[config.mk]
export PLATFORM = sky130hd
export DESIGN_NAME = clb_tile
export DESIGN_NICKNAME = d
export VERILOG_FILES = /design/src/rtl/clb_pkg.sv /design/src/rtl/clb_cfg_chain.sv /design/src/rtl/clb_lut.sv /design/src/rtl/clb_carry.sv /design/src/rtl/clb_ctl_map.sv /design/src/rtl/clb_storage.sv /design/src/rtl/clb_tile.sv
export SDC_FILE = /design/constraint.sdc
export NUM_CORES = 1
export LEC_CHECK = 0
export ABC_AREA = 1
export ABC_CLOCK_PERIOD_IN_PS = 4600
export BUFFER_PORTS_ARGS = -buffer_cell sky130_fd_sc_hd__buf_2
export CAP_MARGIN = 20
export CORE_UTILIZATION = 55
export CTS_BUF_LIST = sky130_fd_sc_hd__clkbuf_8
export CTS_CLUSTER_SIZE = 25
export DETAILED_ROUTE_END_ITERATION = 8
export PLACE_DENSITY = 0.81
export SLEW_MARGIN = 30
export SYNTH_ARGS = -nofsm -noshare
export SYNTH_HDL_FRONTEND = slang
export SYNTH_SLANG_ARGS = --single-unit
[constraint.sdc]
create_clock -name clk -period 4.6 [get_ports clk]
set_clock_uncertainty 0.05 [all_clocks]
set_input_delay 0.69 -clock clk [delete_from_list [all_inputs] [get_ports clk]]
set_output_delay 0.69 -clock clk [all_outputs]
set_load 0.005 [all_outputs]
[src/rtl/clb_pkg.sv]
// Package: shared sizes, role and source codes, and the layout of the
// configuration word of the logic tile. Field order is MSB first.
package clb_pkg;
    localparam int LUT_K  = 4;
    localparam int LUT_SZ = 1 << LUT_K;
    localparam int H_K    = 3;
    localparam int H_SZ   = 1 << H_K;
    localparam int N_CTL  = 4;
    localparam int N_ST   = 2;

    typedef enum logic [1:0] {
        ROLE_DATA = 2'd0,
        ROLE_EN   = 2'd1,
        ROLE_SET  = 2'd2,
        ROLE_RST  = 2'd3
    } ctl_role_e;

    typedef enum logic [1:0] {
        SRC_F   = 2'd0,
        SRC_G   = 2'd1,
        SRC_H   = 2'd2,
        SRC_DIN = 2'd3
    } st_src_e;

    typedef struct packed {
        logic [LUT_SZ-1:0]     f_tt;
        logic [LUT_SZ-1:0]     g_tt;
        logic [H_SZ-1:0]       h_tt;
        logic [N_CTL-1:0][1:0] role;
        logic [1:0]            x_src;
        logic [1:0]            y_src;
        logic                  x_hsel;
        logic                  y_hsel;
        logic                  x_reg;
        logic                  y_reg;
        logic                  latch_mode;
        logic                  carry_en;
    } clb_cfg_t;

    localparam int CFG_W = $bits(clb_cfg_t);
endpackage

[src/rtl/clb_cfg_chain.sv]
// Module: serial configuration chain.
// Shifts bits in MSB first while shift_en is high and copies the whole
// shift register into the active word on a load strobe.
// Assumes a single clock shared with the tile; rst_n is synchronous.
module clb_cfg_chain #(
    parameter int W = 58
) (
    input  logic         clk,
    input  logic         rst_n,
    input  logic         shift_en,
    input  logic         din,
    input  logic         load,
    output logic [W-1:0] cfg_q,
    output logic         loading
);
    logic [W-1:0] shreg;

    // Purpose: serial shift register, newest bit in the LSB.
    always_ff @(posedge clk) begin
        if (!rst_n)
            shreg <= '0;
        else if (shift_en)
            shreg <= {shreg[W-2:0], din};
    end

    // Purpose: active configuration, updated only by the load strobe.
    always_ff @(posedge clk) begin
        if (!rst_n)
            cfg_q <= '0;
        else if (load)
            cfg_q <= shreg;
    end

    // Purpose: flag telling the storage elements to stay cleared.
    assign loading = shift_en | load;
endmodule

[src/rtl/clb_lut.sv]
// Module: generic K-input lookup table.
// The output is the truth-table bit addressed by the index.
// Assumes the table is static between configuration loads.
module clb_lut #(
    parameter int K = 4,
    localparam int SZ = 1 << K
) (
    input  logic [SZ-1:0] tt,
    input  logic [K-1:0]  idx,
    output logic          o
);
    // Purpose: table read.
    assign o = tt[idx];
endmodule

[src/rtl/clb_carry.sv]
// Module: dedicated carry path between neighbouring tiles.
// In carry mode it forms the majority of two operand bits and the
// incoming carry; otherwise it passes the incoming carry through.
module clb_carry (
    input  logic en,
    input  logic a,
    input  logic b,
    input  logic cin,
    output logic cout
);
    logic gen_c;
    logic prop_c;

    // Purpose: generate and propagate terms, then the selected carry.
    always_comb begin
        gen_c  = a & b;
        prop_c = a ^ b;
        cout   = en ? (gen_c | (prop_c & cin)) : cin;
    end
endmodule

[src/rtl/clb_ctl_map.sv]
// Module: maps the shared control pins onto the four internal roles.
// Pins sharing a role are ORed. The enable reads 1 when no pin is
// mapped to the enable role.
module clb_ctl_map #(
    parameter int N = 4
) (
    input  logic [N-1:0][1:0] role,
    input  logic [N-1:0]      pins,
    output logic              dat,
    output logic              en,
    output logic              aset,
    output logic              arst
);
    logic en_any;
    logic en_or;

    // Purpose: decode each pin's role and fold the pins per role.
    always_comb begin
        dat    = 1'b0;
        en_any = 1'b0;
        en_or  = 1'b0;
        aset   = 1'b0;
        arst   = 1'b0;
        for (int i = 0; i < N; i++) begin
            case (role[i])
                2'd0: dat = dat | pins[i];
                2'd1: begin
                    en_any = 1'b1;
                    en_or  = en_or | pins[i];
                end
                2'd2: aset = aset | pins[i];
                default: arst = arst | pins[i];
            endcase
        end
        en = en_any ? en_or : 1'b1;
    end
endmodule

[src/rtl/clb_storage.sv]
// Module: one tile storage element, acting as a flip-flop or a latch.
// Flip-flop mode captures on the rising edge. Latch mode is transparent
// while clk is high and holds the value sampled at the falling edge.
// Set beats reset, and both override the stored value at once.
// hold and rst_n clear the element synchronously.
module clb_storage (
    input  logic clk,
    input  logic rst_n,
    input  logic hold,
    input  logic latch_mode,
    input  logic d,
    input  logic en,
    input  logic aset,
    input  logic arst,
    output logic q
);
    logic q_rise;
    logic q_fall;

    // Purpose: edge-triggered state for flip-flop mode.
    always_ff @(posedge clk) begin
        if (!rst_n || hold)
            q_rise <= 1'b0;
        else if (aset)
            q_rise <= 1'b1;
        else if (arst)
            q_rise <= 1'b0;
        else if (en)
            q_rise <= d;
    end

    // Purpose: value held by the latch once clk goes low.
    always_ff @(negedge clk) begin
        if (!rst_n || hold)
            q_fall <= 1'b0;
        else if (aset)
            q_fall <= 1'b1;
        else if (arst)
            q_fall <= 1'b0;
        else if (en)
            q_fall <= d;
    end

    // Purpose: output with immediate set/reset override and latch transparency.
    always_comb begin
        if (aset)
            q = 1'b1;
        else if (arst)
            q = 1'b0;
        else if (latch_mode)
            q = (clk && en && !hold && rst_n) ? d : q_fall;
        else
            q = q_rise;
    end
endmodule

[src/rtl/clb_tile.sv]
// Module: dual-LUT configurable logic tile (top).
// Contains F and G 4-input tables, an H generator over {h_in,G,F}, two
// storage elements, control-pin role mapping and a carry path.
// Assumes configuration changes only through the serial chain.
module clb_tile
    import clb_pkg::*;
(
    input  logic             clk,
    input  logic             rst_n,
    input  logic             cfg_shift_en,
    input  logic             cfg_din,
    input  logic             cfg_load,
    input  logic [LUT_K-1:0] f_in,
    input  logic [LUT_K-1:0] g_in,
    input  logic             h_in,
    input  logic [N_CTL-1:0] ctl,
    input  logic             carry_in,
    output logic             carry_out,
    output logic             x_out,
    output logic             y_out
);
    logic [CFG_W-1:0] cfg_bits;
    clb_cfg_t         cfg_act;
    logic             loading;
    logic [LUT_K-1:0] f_idx;
    logic             f_o;
    logic             g_o;
    logic             h_o;
    logic             x_comb;
    logic             y_comb;
    logic             dat_act;
    logic             en_act;
    logic             set_act;
    logic             rst_act;
    logic [N_ST-1:0]  st_q;

    clb_cfg_chain #(.W(CFG_W)) u_cfg (
        .clk      (clk),
        .rst_n    (rst_n),
        .shift_en (cfg_shift_en),
        .din      (cfg_din),
        .load     (cfg_load),
        .cfg_q    (cfg_bits),
        .loading  (loading)
    );

    // Purpose: view the active bits through the field layout.
    assign cfg_act = clb_cfg_t'(cfg_bits);

    // Purpose: F top index bit comes from the carry in carry mode.
    always_comb begin
        f_idx = f_in;
        if (cfg_act.carry_en)
            f_idx[LUT_K-1] = carry_in;
    end

    clb_lut #(.K(LUT_K)) u_f (
        .tt  (cfg_act.f_tt),
        .idx (f_idx),
        .o   (f_o)
    );

    clb_lut #(.K(LUT_K)) u_g (
        .tt  (cfg_act.g_tt),
        .idx (g_in),
        .o   (g_o)
    );

    clb_lut #(.K(H_K)) u_h (
        .tt  (cfg_act.h_tt),
        .idx ({h_in, g_o, f_o}),
        .o   (h_o)
    );

    clb_carry u_carry (
        .en   (cfg_act.carry_en),
        .a    (f_in[0]),
        .b    (g_in[0]),
        .cin  (carry_in),
        .cout (carry_out)
    );

    clb_ctl_map #(.N(N_CTL)) u_ctl (
        .role (cfg_act.role),
        .pins (ctl),
        .dat  (dat_act),
        .en   (en_act),
        .aset (set_act),
        .arst (rst_act)
    );

    // Purpose: combinational results for the two outputs.
    assign x_comb = cfg_act.x_hsel ? h_o : f_o;
    assign y_comb = cfg_act.y_hsel ? h_o : g_o;

    // Purpose: one storage element per output, each with its own source.
    for (genvar i = 0; i < N_ST; i++) begin : g_st
        logic [1:0] src;
        logic       d_sel;

        assign src = (i == 0) ? cfg_act.x_src : cfg_act.y_src;

        // Purpose: select the storage data source.
        always_comb begin
            case (src)
                2'd0:    d_sel = f_o;
                2'd1:    d_sel = g_o;
                2'd2:    d_sel = h_o;
                default: d_sel = dat_act;
            endcase
        end

        clb_storage u_st (
            .clk        (clk),
            .rst_n      (rst_n),
            .hold       (loading),
            .latch_mode (cfg_act.latch_mode),
            .d          (d_sel),
            .en         (en_act),
            .aset       (set_act),
            .arst       (rst_act),
            .q          (st_q[i])
        );
    end

    // Purpose: output select between combinational and stored values.
    assign x_out = cfg_act.x_reg ? st_q[0] : x_comb;
    assign y_out = cfg_act.y_reg ? st_q[1] : y_comb;
endmodule

==> run_results.csv <==
group,metric,value,unit
cts,cts_tree,"done",
global_route,grt_max_degree,117,
sta,worst_pin_slew,956,ps
logic_synthesis,syn_inst,686,
global_route,antenna_found_initial,0,
place,port_buffers,21,
power,ir_drop,0.000296,V
floorplan,boundaryPins,22,
setup_path,cp.required,3860,ps
logic_synthesis,synth_top_area_share,48.9,%
floorplan,die-height,96.5,microns
global_route,grt_usage,27.4,%
finish,num-nets-final,729,
power,combPwrFrac,10.1,%
logic_synthesis,synthTopCellsByCount,"nor2_1, o21ai_0, dfxtp_1",
logic_synthesis,synth_area_leader_cell,"dfxtp_1",
drt,avgRoutedWirePerCell,13.6,microns
global_route,use_met2,42.0,%
setup_path,path_delay_family,"buffers and inverters",
global_route,grt_pass1_vias,4130,
setup_path,crit_start,"clk",
sta,timing.slew.headroom,36.2,%
power,p_seq_share,46.1,%
global_route,overflow,0,
floorplan,rows,34,
run,maxCapViolCount,0,
logic_synthesis,async_reset_ff_share,0,%
setup_path,path_class,"clock port to output port",
place,gp_congestion,0.822,
place,dp.cells,784,
setup_path,slowest_delay,130,ps
floorplan,start_util,56.6,%
logic_synthesis,synth_nets,706,
global_route,met3_usage,10.8,%
finish,layout-drive-gt1-share,12.6,%
logic_synthesis,synthFlopType,"dfxtp_1",
power,clock_power_share,43.8,%
cts,holdBufCountCts,0,
setup_path,path_buf_inv,9,
power,power_switching,699,uW
logic_synthesis,ys_types,27,
finish,stdcell_count,830,
finish,synthToLayoutAreaGrowth,14.7,%
logic_synthesis,yosys_warnings,0,
cts,clk_pin_slew,80,ps
drt,route.antenna.remaining_nets,0,
setup_path,crit_path_end_kind,"output port",
logic_synthesis,synth_most_common_cell,"nor2_1",
setup_path,cpMaxStageDelayCell,"clkbuf_8",
power,intPower,1.78,mW
setup_path,reg2reg_from,"u_cfg.cfg_q[0]$_SDFFE_PN0P_",
cts,insertion_delay,540,ps
setup_path,path_cells,"clkbuf_8 > clkbuf_8 > clkbuf_8 > clkbuf_8 > clkbuf_8 > nand2_4 > nor2_4 > buf_8 > clkbuf_8 > inv_1 > a21oi_2 > nand2_1 > nand2_1 > a21oi_2 > buf_2",
sta,fin_ws,157,ps
place,dp_slack,-41.6,ps
floorplan,coreArea,8680,sq um
global_route,busiest_layer,"met2",
drt,first_iter_violations,414,
logic_synthesis,synth_edf_count,0,
global_route,grt_pass1_wl,18700,microns
worst_hold_path,hp-class,"input port to flip-flop",
worst_hold_path,min_from,"cfg_din",
drt,drt_pass1_iterations,7,
status,outcome,"finished clean",
sta,setup_violations,0,
logic_synthesis,yosysSeqAreaShare,48.9,%
finish,antenna_cells,0,
logic_synthesis,synth_area_leaders,"dfxtp_1, nor2_1, o21ai_0",
setup_path,path_max_fanout,2,
finish,final_util,64.9,%
drt,drc,0,
sta,maxSlewViolCount,0,
power,power.leakage,2.46,nW
setup_path,arrival,3700,ps
logic_synthesis,synth_area,4910,sq um
sta,fin_hold_ws,338,ps
place,hpwl,6660,microns
drt,via_per_inst,5.52,
floorplan,die-area,9310,sq um
sta,finalHoldViolCount,0,
floorplan,die_w,96.5,microns
setup_path,cp_common_cell,"clkbuf_8",
sta,rsz0062_at_grt,"no",
power,switching_share,28.2,%
setup_path,worstSetupStartpointType,"clock port",
logic_synthesis,synth-seq-cells,120,
drt,wl,11300,microns
power,p_per_area,440,nW/um^2
logic_synthesis,avgSynthCellArea,7.16,sq um
drt,vias,4579,
global_route,grt_use_met1,32.4,%
registers in the layout, summed over array words and instances (netlist names):
signal            count
u_cfg.cfg_q          58
u_cfg.shreg          58
g_st.u_st.q_fall      2
g_st.u_st.q_rise      2
worst min-delay path: cells and delay by family:
kind / cells / cell delay [ps]
and+or+nand+nor: 2 / 130
buffers and inverters: 1 / 80
per-layer routing:
layer / vias to the layer above / part of all wire (%)
li1: 2286 / -
met1: 2093 / 43
met2: 180 / 49
met3: 20 / 6.3
met4: 0 / 1.5
met5: - / 0
cells in the final DEF (no fill, tap or decap):
| master | n |
|---|---|
| a21oi_1 | 39 |
| a21oi_2 | 4 |
| a31oi_1 | 2 |
| buf_2 | 21 |
| buf_4 | 8 |
| buf_8 | 1 |
| bufinv_16 | 1 |
| clkbuf_8 | 30 |
| clkinv_2 | 3 |
| clkinv_4 | 4 |
| clkinvlp_4 | 2 |
| dfxtp_1 | 120 |
| ha_1 | 1 |
| inv_1 | 54 |
| inv_2 | 2 |
| inv_4 | 1 |
| inv_6 | 3 |
| nand2_1 | 52 |
| nand2_2 | 3 |
| nand2_4 | 1 |
| nand3_1 | 43 |
| nand3_2 | 3 |
| nand3b_1 | 1 |
| nand3b_2 | 1 |
| nand4_1 | 1 |
| nor2_1 | 183 |
| nor2_2 | 1 |
| nor2_4 | 1 |
| nor3_1 | 1 |
| o211ai_1 | 4 |
| o21a_1 | 1 |
| o21ai_0 | 122 |
| o21ai_1 | 3 |
| o21ai_2 | 1 |
| o221ai_1 | 1 |
| o311ai_0 | 2 |
| or2_1 | 1 |
power groups by stage:
stage	logic, mW	registers [mW]	clock network, mW
floorplan	0.186	1.15	0.0113
global placement	0.231	1.16	0.0138
detailed placement	0.240	1.17	0.0138
CTS	0.246	1.14	1.12
global route	0.289	1.15	1.16
finish	0.249	1.14	1.09
what timing repair did:
| item | CTS | global route |
|---|---|---|
| gates resized for setup | 5 | 4 |
| setup endpoints to repair | 2 | 2 |
| pin swaps | 4 | 3 |
| setup buffers | 0 | 0 |
final cells by class:
cell class                      instances  area, sq um
Fill cell                             686         3050
Clock inverter                         17          139
Clock buffer                           33          438
Sequential cell                       120         2400
Tap cell                              108          135
Multi-Input combinational cell        472         2160
Timing Repair Buffer                   27          155
Inverter                               53          199
kinds of logic (layout without fill, tap and decap cells):
| kind of cell | Yosys count | after routing | synth area share, % |
|---|---|---|---|
| and+or+nand+nor | 292 | 292 | 24.4 |
| buffers and inverters | 94 | 130 | 7.49 |
| AOI/OAI and AO/OA | 179 | 179 | 19.0 |
| DFF | 120 | 120 | 48.9 |
| adders and majority gates | 1 | 1 | 0.255 |
through the flow:
step	power, mW	instance area, sq um	TNS (ps)
after floorplan	1.35	4910	0
after global placement	1.41	5050	0
after detailed placement	1.42	5050	-72.5
after CTS	2.51	5640	0
after global routing	2.60	5630	0
final	2.48	5630	0
path summary, 6_finish.rpt:
kind / slack [ps] / end / depth (start not counted)
worst max register to register: 320 / g_st[0].u_st.q_fall$_SDFFE_NP0P_ / 14
worst min register to register: 410 / u_cfg.cfg_q[47]$_SDFFE_PN0P_ / 2
worst max-delay path: 160 / x_out / 15
worst min-delay path: 340 / u_cfg.shreg[0]$_SDFFE_PN0P_ / 3
Power figures use the tool's default switching activity.
